===== src/rtl/regalu_pkg.sv =====
package regalu_pkg;

  typedef enum logic [2:0] {
    PH_IDLE,
    PH_DEC,
    PH_RD,
    PH_EXE,
    PH_WB
  } phase_e;

  typedef enum logic [1:0] {
    OP_NOP,
    OP_SUB,
    OP_SWAP
  } op_e;

  localparam int OPC_W = 6;
  localparam logic [OPC_W-1:0] OPC_SUBB = 6'b010110;
  localparam logic [OPC_W-1:0] OPC_SWAP = 6'b001110;

  localparam int ST_C  = 0;
  localparam int ST_DC = 1;
  localparam int ST_Z  = 2;
  localparam int ST_OV = 3;
  localparam int ST_N  = 4;
  localparam int ST_W  = 5;

endpackage


===== src/rtl/regalu_decode.sv =====
module regalu_decode
  import regalu_pkg::*;
#(
  parameter int IW = 16,
  parameter int DW = 8
) (
  input  logic [IW-1:0] instr,
  output op_e           op,
  output logic          to_file,
  output logic          banked,
  output logic [DW-1:0] faddr
);

  localparam int OPC_LSB = IW - OPC_W;

  logic [OPC_W-1:0] opc;

  always_comb begin
    opc     = instr[IW-1:OPC_LSB];
    to_file = instr[DW+1];
    banked  = instr[DW];
    faddr   = instr[DW-1:0];
    unique case (opc)
      OPC_SUBB: op = OP_SUB;
      OPC_SWAP: op = OP_SWAP;
      default:  op = OP_NOP;
    endcase
  end

endmodule


===== src/rtl/regalu_addr.sv =====
module regalu_addr #(
  parameter int DW = 8,
  parameter int BW = 4
) (
  input  logic [DW-1:0]    faddr,
  input  logic             banked,
  input  logic [BW-1:0]    bank,
  output logic [BW+DW-1:0] addr
);

  logic [BW-1:0] acc_bank;

  always_comb begin
    acc_bank = faddr[DW-1] ? {BW{1'b1}} : {BW{1'b0}};
    addr     = {(banked ? bank : acc_bank), faddr};
  end

endmodule


===== src/rtl/regalu_core.sv =====
module regalu_core
  import regalu_pkg::*;
#(
  parameter int DW = 8
) (
  input  op_e           op,
  input  logic [DW-1:0] opnd,
  input  logic [DW-1:0] w,
  input  logic [ST_W-1:0] st_in,
  output logic [DW-1:0] res,
  output logic [ST_W-1:0] st_out
);

  localparam int HW = DW / 2;

  logic          borrow;
  logic [DW:0]   diff;
  logic [HW:0]   low;
  logic [DW-1:0] swapped;

  always_comb begin
    borrow  = ~st_in[ST_C];
    diff    = {1'b0, opnd} - {1'b0, w} - {{DW{1'b0}}, borrow};
    low     = {1'b0, opnd[HW-1:0]} - {1'b0, w[HW-1:0]} - {{HW{1'b0}}, borrow};
    swapped = {opnd[HW-1:0], opnd[DW-1:HW]};
    res     = opnd;
    st_out  = st_in;
    unique case (op)
      OP_SUB: begin
        res           = diff[DW-1:0];
        st_out[ST_C]  = ~diff[DW];
        st_out[ST_DC] = ~low[HW];
        st_out[ST_Z]  = (diff[DW-1:0] == '0);
        st_out[ST_N]  = diff[DW-1];
        st_out[ST_OV] = (opnd[DW-1] ^ w[DW-1]) & (diff[DW-1] ^ opnd[DW-1]);
      end
      OP_SWAP: res = swapped;
      default: res = opnd;
    endcase
  end

endmodule


===== src/rtl/regalu_seq.sv =====
module regalu_seq
  import regalu_pkg::*;
#(
  parameter int IW = 16,
  parameter int DW = 8,
  parameter int BW = 4
) (
  input  logic             clk,
  input  logic             rst_n,
  input  logic             start,
  input  logic [IW-1:0]    instr,
  input  logic [BW-1:0]    bank_sel,
  output logic             busy,
  output logic [BW+DW-1:0] mem_addr,
  output logic             mem_rd,
  input  logic [DW-1:0]    mem_rdata,
  output logic             mem_wr,
  output logic [DW-1:0]    mem_wdata,
  output logic [DW-1:0]    wreg,
  output logic [ST_W-1:0]  status
);

  // reset: asynchronous assertion, synchronous release
  logic [1:0] rsync_q;
  logic       rst_i_n;

  always_ff @(posedge clk or negedge rst_n) begin
    if (!rst_n) rsync_q <= 2'b00;
    else        rsync_q <= {rsync_q[0], 1'b1};
  end
  assign rst_i_n = rsync_q[1];

  phase_e          phase_q, phase_d;
  logic [IW-1:0]   instr_q;
  logic [BW-1:0]   bank_q;
  op_e             op_q, op_dec;
  logic [DW-1:0]   opnd_q, res_q, w_q;
  logic [ST_W-1:0] flg_q, st_q;

  logic            to_file, banked;
  logic [DW-1:0]   faddr;
  logic [DW-1:0]   core_res;
  logic [ST_W-1:0] core_st;

  logic en_cap, en_op, en_opnd, en_res, en_w, en_st;

  regalu_decode #(.IW(IW), .DW(DW)) u_dec (
    .instr   (instr_q),
    .op      (op_dec),
    .to_file (to_file),
    .banked  (banked),
    .faddr   (faddr)
  );

  regalu_addr #(.DW(DW), .BW(BW)) u_addr (
    .faddr  (faddr),
    .banked (banked),
    .bank   (bank_q),
    .addr   (mem_addr)
  );

  regalu_core #(.DW(DW)) u_core (
    .op     (op_q),
    .opnd   (opnd_q),
    .w      (w_q),
    .st_in  (st_q),
    .res    (core_res),
    .st_out (core_st)
  );

  // next state and clock enables
  always_comb begin
    phase_d = phase_q;
    en_cap  = 1'b0;
    en_op   = 1'b0;
    en_opnd = 1'b0;
    en_res  = 1'b0;
    en_w    = 1'b0;
    en_st   = 1'b0;
    unique case (phase_q)
      PH_IDLE: if (start) begin
        phase_d = PH_DEC;
        en_cap  = 1'b1;
      end
      PH_DEC: begin
        phase_d = PH_RD;
        en_op   = 1'b1;
      end
      PH_RD: begin
        phase_d = PH_EXE;
        en_opnd = mem_rd;
      end
      PH_EXE: begin
        phase_d = PH_WB;
        en_res  = 1'b1;
      end
      PH_WB: begin
        phase_d = PH_IDLE;
        en_w    = (op_q != OP_NOP) && !to_file;
        en_st   = (op_q == OP_SUB);
      end
      default: phase_d = PH_IDLE;
    endcase
  end

  always_ff @(posedge clk or negedge rst_i_n) begin
    if (!rst_i_n) phase_q <= PH_IDLE;
    else          phase_q <= phase_d;
  end

  always_ff @(posedge clk or negedge rst_i_n) begin
    if (!rst_i_n) begin
      instr_q <= '0;
      bank_q  <= '0;
    end else if (en_cap) begin
      instr_q <= instr;
      bank_q  <= bank_sel;
    end
  end

  always_ff @(posedge clk or negedge rst_i_n) begin
    if (!rst_i_n)   op_q <= OP_NOP;
    else if (en_op) op_q <= op_dec;
  end

  always_ff @(posedge clk or negedge rst_i_n) begin
    if (!rst_i_n)     opnd_q <= '0;
    else if (en_opnd) opnd_q <= mem_rdata;
  end

  always_ff @(posedge clk or negedge rst_i_n) begin
    if (!rst_i_n) begin
      res_q <= '0;
      flg_q <= '0;
    end else if (en_res) begin
      res_q <= core_res;
      flg_q <= core_st;
    end
  end

  always_ff @(posedge clk or negedge rst_i_n) begin
    if (!rst_i_n)  w_q <= '0;
    else if (en_w) w_q <= res_q;
  end

  always_ff @(posedge clk or negedge rst_i_n) begin
    if (!rst_i_n)   st_q <= '0;
    else if (en_st) st_q <= flg_q;
  end

  assign busy      = (phase_q != PH_IDLE);
  assign mem_rd    = (phase_q == PH_RD) && (op_q != OP_NOP);
  assign mem_wr    = (phase_q == PH_WB) && (op_q != OP_NOP) && to_file;
  assign mem_wdata = res_q;
  assign wreg      = w_q;
  assign status    = st_q;

  AST_BUSY_HOLD: assert property (@(posedge clk) disable iff (!rst_i_n)
    $rose(busy) |=> busy);

  AST_STROBE_EXCL: assert property (@(posedge clk) disable iff (!rst_i_n)
    !(mem_rd && mem_wr));

  AST_FILE_WR_KEEPS_W: assert property (@(posedge clk) disable iff (!rst_i_n)
    mem_wr |=> $stable(wreg));

  AST_SWAP_KEEPS_FLAGS: assert property (@(posedge clk) disable iff (!rst_i_n)
    (phase_q == PH_WB && op_q == OP_SWAP) |=> $stable(status));

  AST_NOP_NO_ACCESS: assert property (@(posedge clk) disable iff (!rst_i_n)
    (busy && phase_q != PH_DEC && op_q == OP_NOP) |-> (!mem_rd && !mem_wr));

  AST_IDLE_HOLDS_STATE: assert property (@(posedge clk) disable iff (!rst_i_n)
    !busy |=> ($stable(wreg) && $stable(status)));

endmodule


===== config.mk =====
export PLATFORM = sky130hd
export DESIGN_NAME = regalu_seq
export DESIGN_NICKNAME = d
export VERILOG_FILES = /design/src/rtl/regalu_pkg.sv /design/src/rtl/regalu_decode.sv /design/src/rtl/regalu_addr.sv /design/src/rtl/regalu_core.sv /design/src/rtl/regalu_seq.sv
export SDC_FILE = /design/constraint.sdc
export NUM_CORES = 1
export LEC_CHECK = 0
export ABC_AREA = 1
export BUFFER_PORTS_ARGS = -buffer_cell sky130_fd_sc_hd__buf_4
export CELL_PAD_IN_SITES_DETAIL_PLACEMENT = 1
export CELL_PAD_IN_SITES_GLOBAL_PLACEMENT = 1
export CORE_MARGIN = 5
export CORE_UTILIZATION = 35
export CTS_BUF_LIST = sky130_fd_sc_hd__clkbuf_8
export CTS_CLUSTER_SIZE = 10
export DETAILED_ROUTE_END_ITERATION = 8
export PLACE_DENSITY_LB_ADDON = 0.1
export SLEW_MARGIN = 20
export SYNTH_ARGS = -nofsm -noshare
export SYNTH_HDL_FRONTEND = slang
export SYNTH_HIERARCHICAL = 1
export SYNTH_SLANG_ARGS = --single-unit

===== constraint.sdc =====
create_clock -name clk -period 1.7 [get_ports clk]
set_input_delay 0.17 -clock clk [delete_from_list [all_inputs] [get_ports clk]]
set_output_delay 0.17 -clock clk [all_outputs]
set_load 0.05 [all_outputs]

==> impl_metrics.env <==
export IMPL_worstPathRequired_ns=1.98
export IMPL_syn_inst=457
export IMPL_fin_nets=607
export IMPL_fin_crit_ns=2.32
export IMPL_r2r_setup_slack_ns=-0.62
export IMPL_rsz0062_at_grt="true"
export IMPL_synth_compound_area_share_pct=7.91
export IMPL_relSlewSlack_pct=61.2
export IMPL_slowest_delay_ns=0.58
export IMPL_syn_to_final_growth_pct=37.2
export IMPL_critical_path_class="reg -> reg"
export IMPL_fin_tns_setup_ns=-4.70
export IMPL_synth_simple_gate_area_share_pct=26.9
export IMPL_synth_xor_area_share_pct=0.492
export IMPL_r2r_start="opnd_q[0]"
export IMPL_period_share_pct=137
export IMPL_synthMuxAreaShare_pct=0
export IMPL_grt_max_degree=41
export IMPL_clock_path_buffers=2
export IMPL_min_from="instr[0]"
export IMPL_end_kind="register"
export IMPL_setup_viol=13
export IMPL_wirelength_mm=10.4
export IMPL_die_w_um=111
export IMPL_avgRoutedWirePerCell_um=14.9
export IMPL_initial_core_util_pct=36.1
export IMPL_grt_usage_pct=17.1
export IMPL_clk_latency_ns=0.35
export IMPL_drv_cap=0
export IMPL_gp_congestion=0.856
export IMPL_hold_path_class="in -> reg"
export IMPL_synth_area_leaders="dfrtp_1 43%, nand2_1 16%, inv_1 7.7%"
export IMPL_ys_types=34
export IMPL_hold_end="instr_q[0]"
export IMPL_register_area_um2=1540
export IMPL_hold_depth=3
export IMPL_finalWorstSetupSlack_ns=-0.623
export IMPL_avgSynthCellArea_um2=7.78
export IMPL_drc_errors=0
export IMPL_grt_pass1_wl_mm=16.9
export IMPL_hold_violations=0
export IMPL_numCtsBuffers=9
export IMPL_ys_ff_latch=61
export IMPL_path_common_cell="nand2_1"
export IMPL_die_area_um2=12300
export IMPL_port_buffers=66
export IMPL_fin_skew_ns=0.0171
export IMPL_synth_fp_nets=506
export IMPL_cts_sinks=61
export IMPL_pre_cts_slack_ns=-0.494
export IMPL_worstPathCellList="inv_2 -> fa_2 -> inv_2 -> ha_4 -> o21ai_4 -> buf_4 -> nand3b_1 -> nand2_1 -> nand3_1 -> nor2_1 -> nand2_1 -> nand2_1 -> nand2_1 -> nand2_1"
export IMPL_cpLargestDelayFamily="simple AND/OR/NAND/NOR gates"
export IMPL_fmax_mhz=430
export IMPL_via_count=3184
export IMPL_fillerInstances=1197
export IMPL_start_kind="register"
export IMPL_violations="setup timing"
export IMPL_critPathBufInv=3
export IMPL_worstReg2RegEnd="flg_q[2]"
export IMPL_rows=36
export IMPL_yosysSeqAreaShare_pct=42.9
export IMPL_num_io_pins=67
export IMPL_status="finished, violations left"
export IMPL_die_h_um=111
export IMPL_cts_tree="built"
export IMPL_fin_hold_ws_ns=0.0567
export IMPL_detail_route_first_pass_iterations=4
export IMPL_synth_area_leader_cell="dfrtp_1"
export IMPL_synth_fa_ha_area_share_pct=6.75
export IMPL_arrival_ns=2.61
export IMPL_fp_coreArea_um2=9860
export IMPL_worst_r2r_path_depth=14
export IMPL_grt_pass1_vias=3428
export IMPL_vias_per_cell=4.57
export IMPL_antenna_found_initial=0
export IMPL_crit_fanout=2
export IMPL_synth_warnings=6
export IMPL_maxSlewViolCount=0
export IMPL_synth_top_family_by_area="simple AND/OR/NAND/NOR gates"
export IMPL_multi_input_area_um2=1720
export IMPL_diodes=0
export IMPL_drtIter0Drc=94
export IMPL_drive_above_1_share_pct=35.0
export IMPL_worst_slew_pin_transition_ns=0.582
export IMPL_htreeDepth=3
export IMPL_cp_slowest_cell="fa_2"
export IMPL_post_dp_hpwl_mm=7.46
export IMPL_grt_overflow=0
export IMPL_ant_nets=0
export IMPL_clkTransAtPathRegs_ns=0.08
export IMPL_cts_root_buffer="clkbuf_8"
export IMPL_synth_top_cell_area_share_pct=42.9
export IMPL_syn_cell_area_um2=3560
what timing repair did:
| action | in CTS | in global routing |
|---|---|---|
| resized for setup | 20 | 28 |
| pin swaps | 14 | 17 |
| hold buffers | 1 | 0 |
| buffers inserted | 3 | 8 |
| endpoints found under the setup margin | 14 | 15 |
| hold endpoints to repair | 2 | 0 |
worst max-delay path by stage:
stage                           to       from  slack (ns)  depth (start not counted)
after floorplan           flg_q[2]  status[0]       -0.45                         12
after global placement    flg_q[2]  opnd_q[0]       -0.44                         12
after detailed placement  flg_q[2]  opnd_q[0]       -0.49                         12
after CTS                 flg_q[2]  opnd_q[0]       -0.52                         12
after global routing      flg_q[2]  opnd_q[0]       -0.69                         14
final                     flg_q[2]  opnd_q[0]       -0.62                         14
cell usage in the layout (no fill, tap or decap), types with 10 or more instances in the layout:
cell,netlist,final
inv_1,73,71
o21ai_1,13,14
nand3_1,25,18
nor2_1,19,19
a21oi_1,16,12
buf_4,18,114
clkbuf_8,0,10
o21ai_0,18,16
ha_1,16,11
dfrtp_1,61,52
nand2_1,155,143
stage by stage:
stage	std cells	instance area (um2)	util [%]
floorplan	457	3590	-
global route	696	4880	49.5
finish	696	4880	49.5
CTS	688	4680	47.5
detailed placement	668	4340	44.0
global placement	668	4340	44.0
cell usage after synthesis:
cell type,number
ha_1,16
a22oi_1,4
nand3_4,3
conb_1,1
nand3b_1,3
nor2_4,1
nor2_8,1
o21ai_0,18
fa_1,2
o21ai_1,13
clkbuf_1,1
inv_1,73
or2_1,1
nor3_2,1
nand2_4,2
a21oi_2,1
a21oi_1,16
xor2_1,2
nand2_1,155
and3_2,1
dfrtp_1,61
buf_1,1
or2_0,1
nand3_1,25
buf_6,8
nor2_2,1
inv_4,2
nand4_1,1
nor2_1,19
buf_2,1
o21a_1,1
inv_2,2
buf_4,18
nand2_2,1
worst register-to-register path: stages (launching register included):
cell	delay, ns
dfrtp_1	0.37
inv_2	0.06
fa_2	0.58
inv_2	0.05
ha_4	0.15
o21ai_4	0.15
buf_4	0.13
nand3b_1	0.15
nand2_1	0.14
nand3_1	0.09
nor2_1	0.14
nand2_1	0.09
nand2_1	0.06
nand2_1	0.05
nand2_1	0.07
cells by family after synthesis:
| family | after synthesis |
|---|---|
| AO/OA/AOI/OAI | 53 |
| XOR/XNOR | 2 |
| adder cells (fa/ha/maj) | 18 |
| buffers and inverters | 106 |
| flip-flops | 61 |
| other | 1 |
| AND/OR/NAND/NOR | 216 |
state kept, by name, indices dropped and copies added, names as in the netlist:
signal,flops
instr_q,16
mem_wdata,8
opnd_q,8
wreg,8
flg_q,5
status,5
bank_q,4
phase_q,3
op_q,2
rsync_q,2
layer usage:
metal / global-route usage [%] / share of wire (%)
met1: 20.1 / 44
met3: 3.88 / 3.7
met4: 6.16 / 1.7
met5: 0 / 0
met2: 30.3 / 51
layout make-up:
type                       instances  area share [%]
clock buffer                      10            2.82
timing repair buffer             119            18.8
sequential                        61            31.5
tap                              133            3.41
clock inverter                     6            2.10
multi-input combinational        290            35.3
inverter                          77            6.03
Power is not shown: default switching activity piles up to over one toggle a cycle in this logic, so the estimate is an artifact.
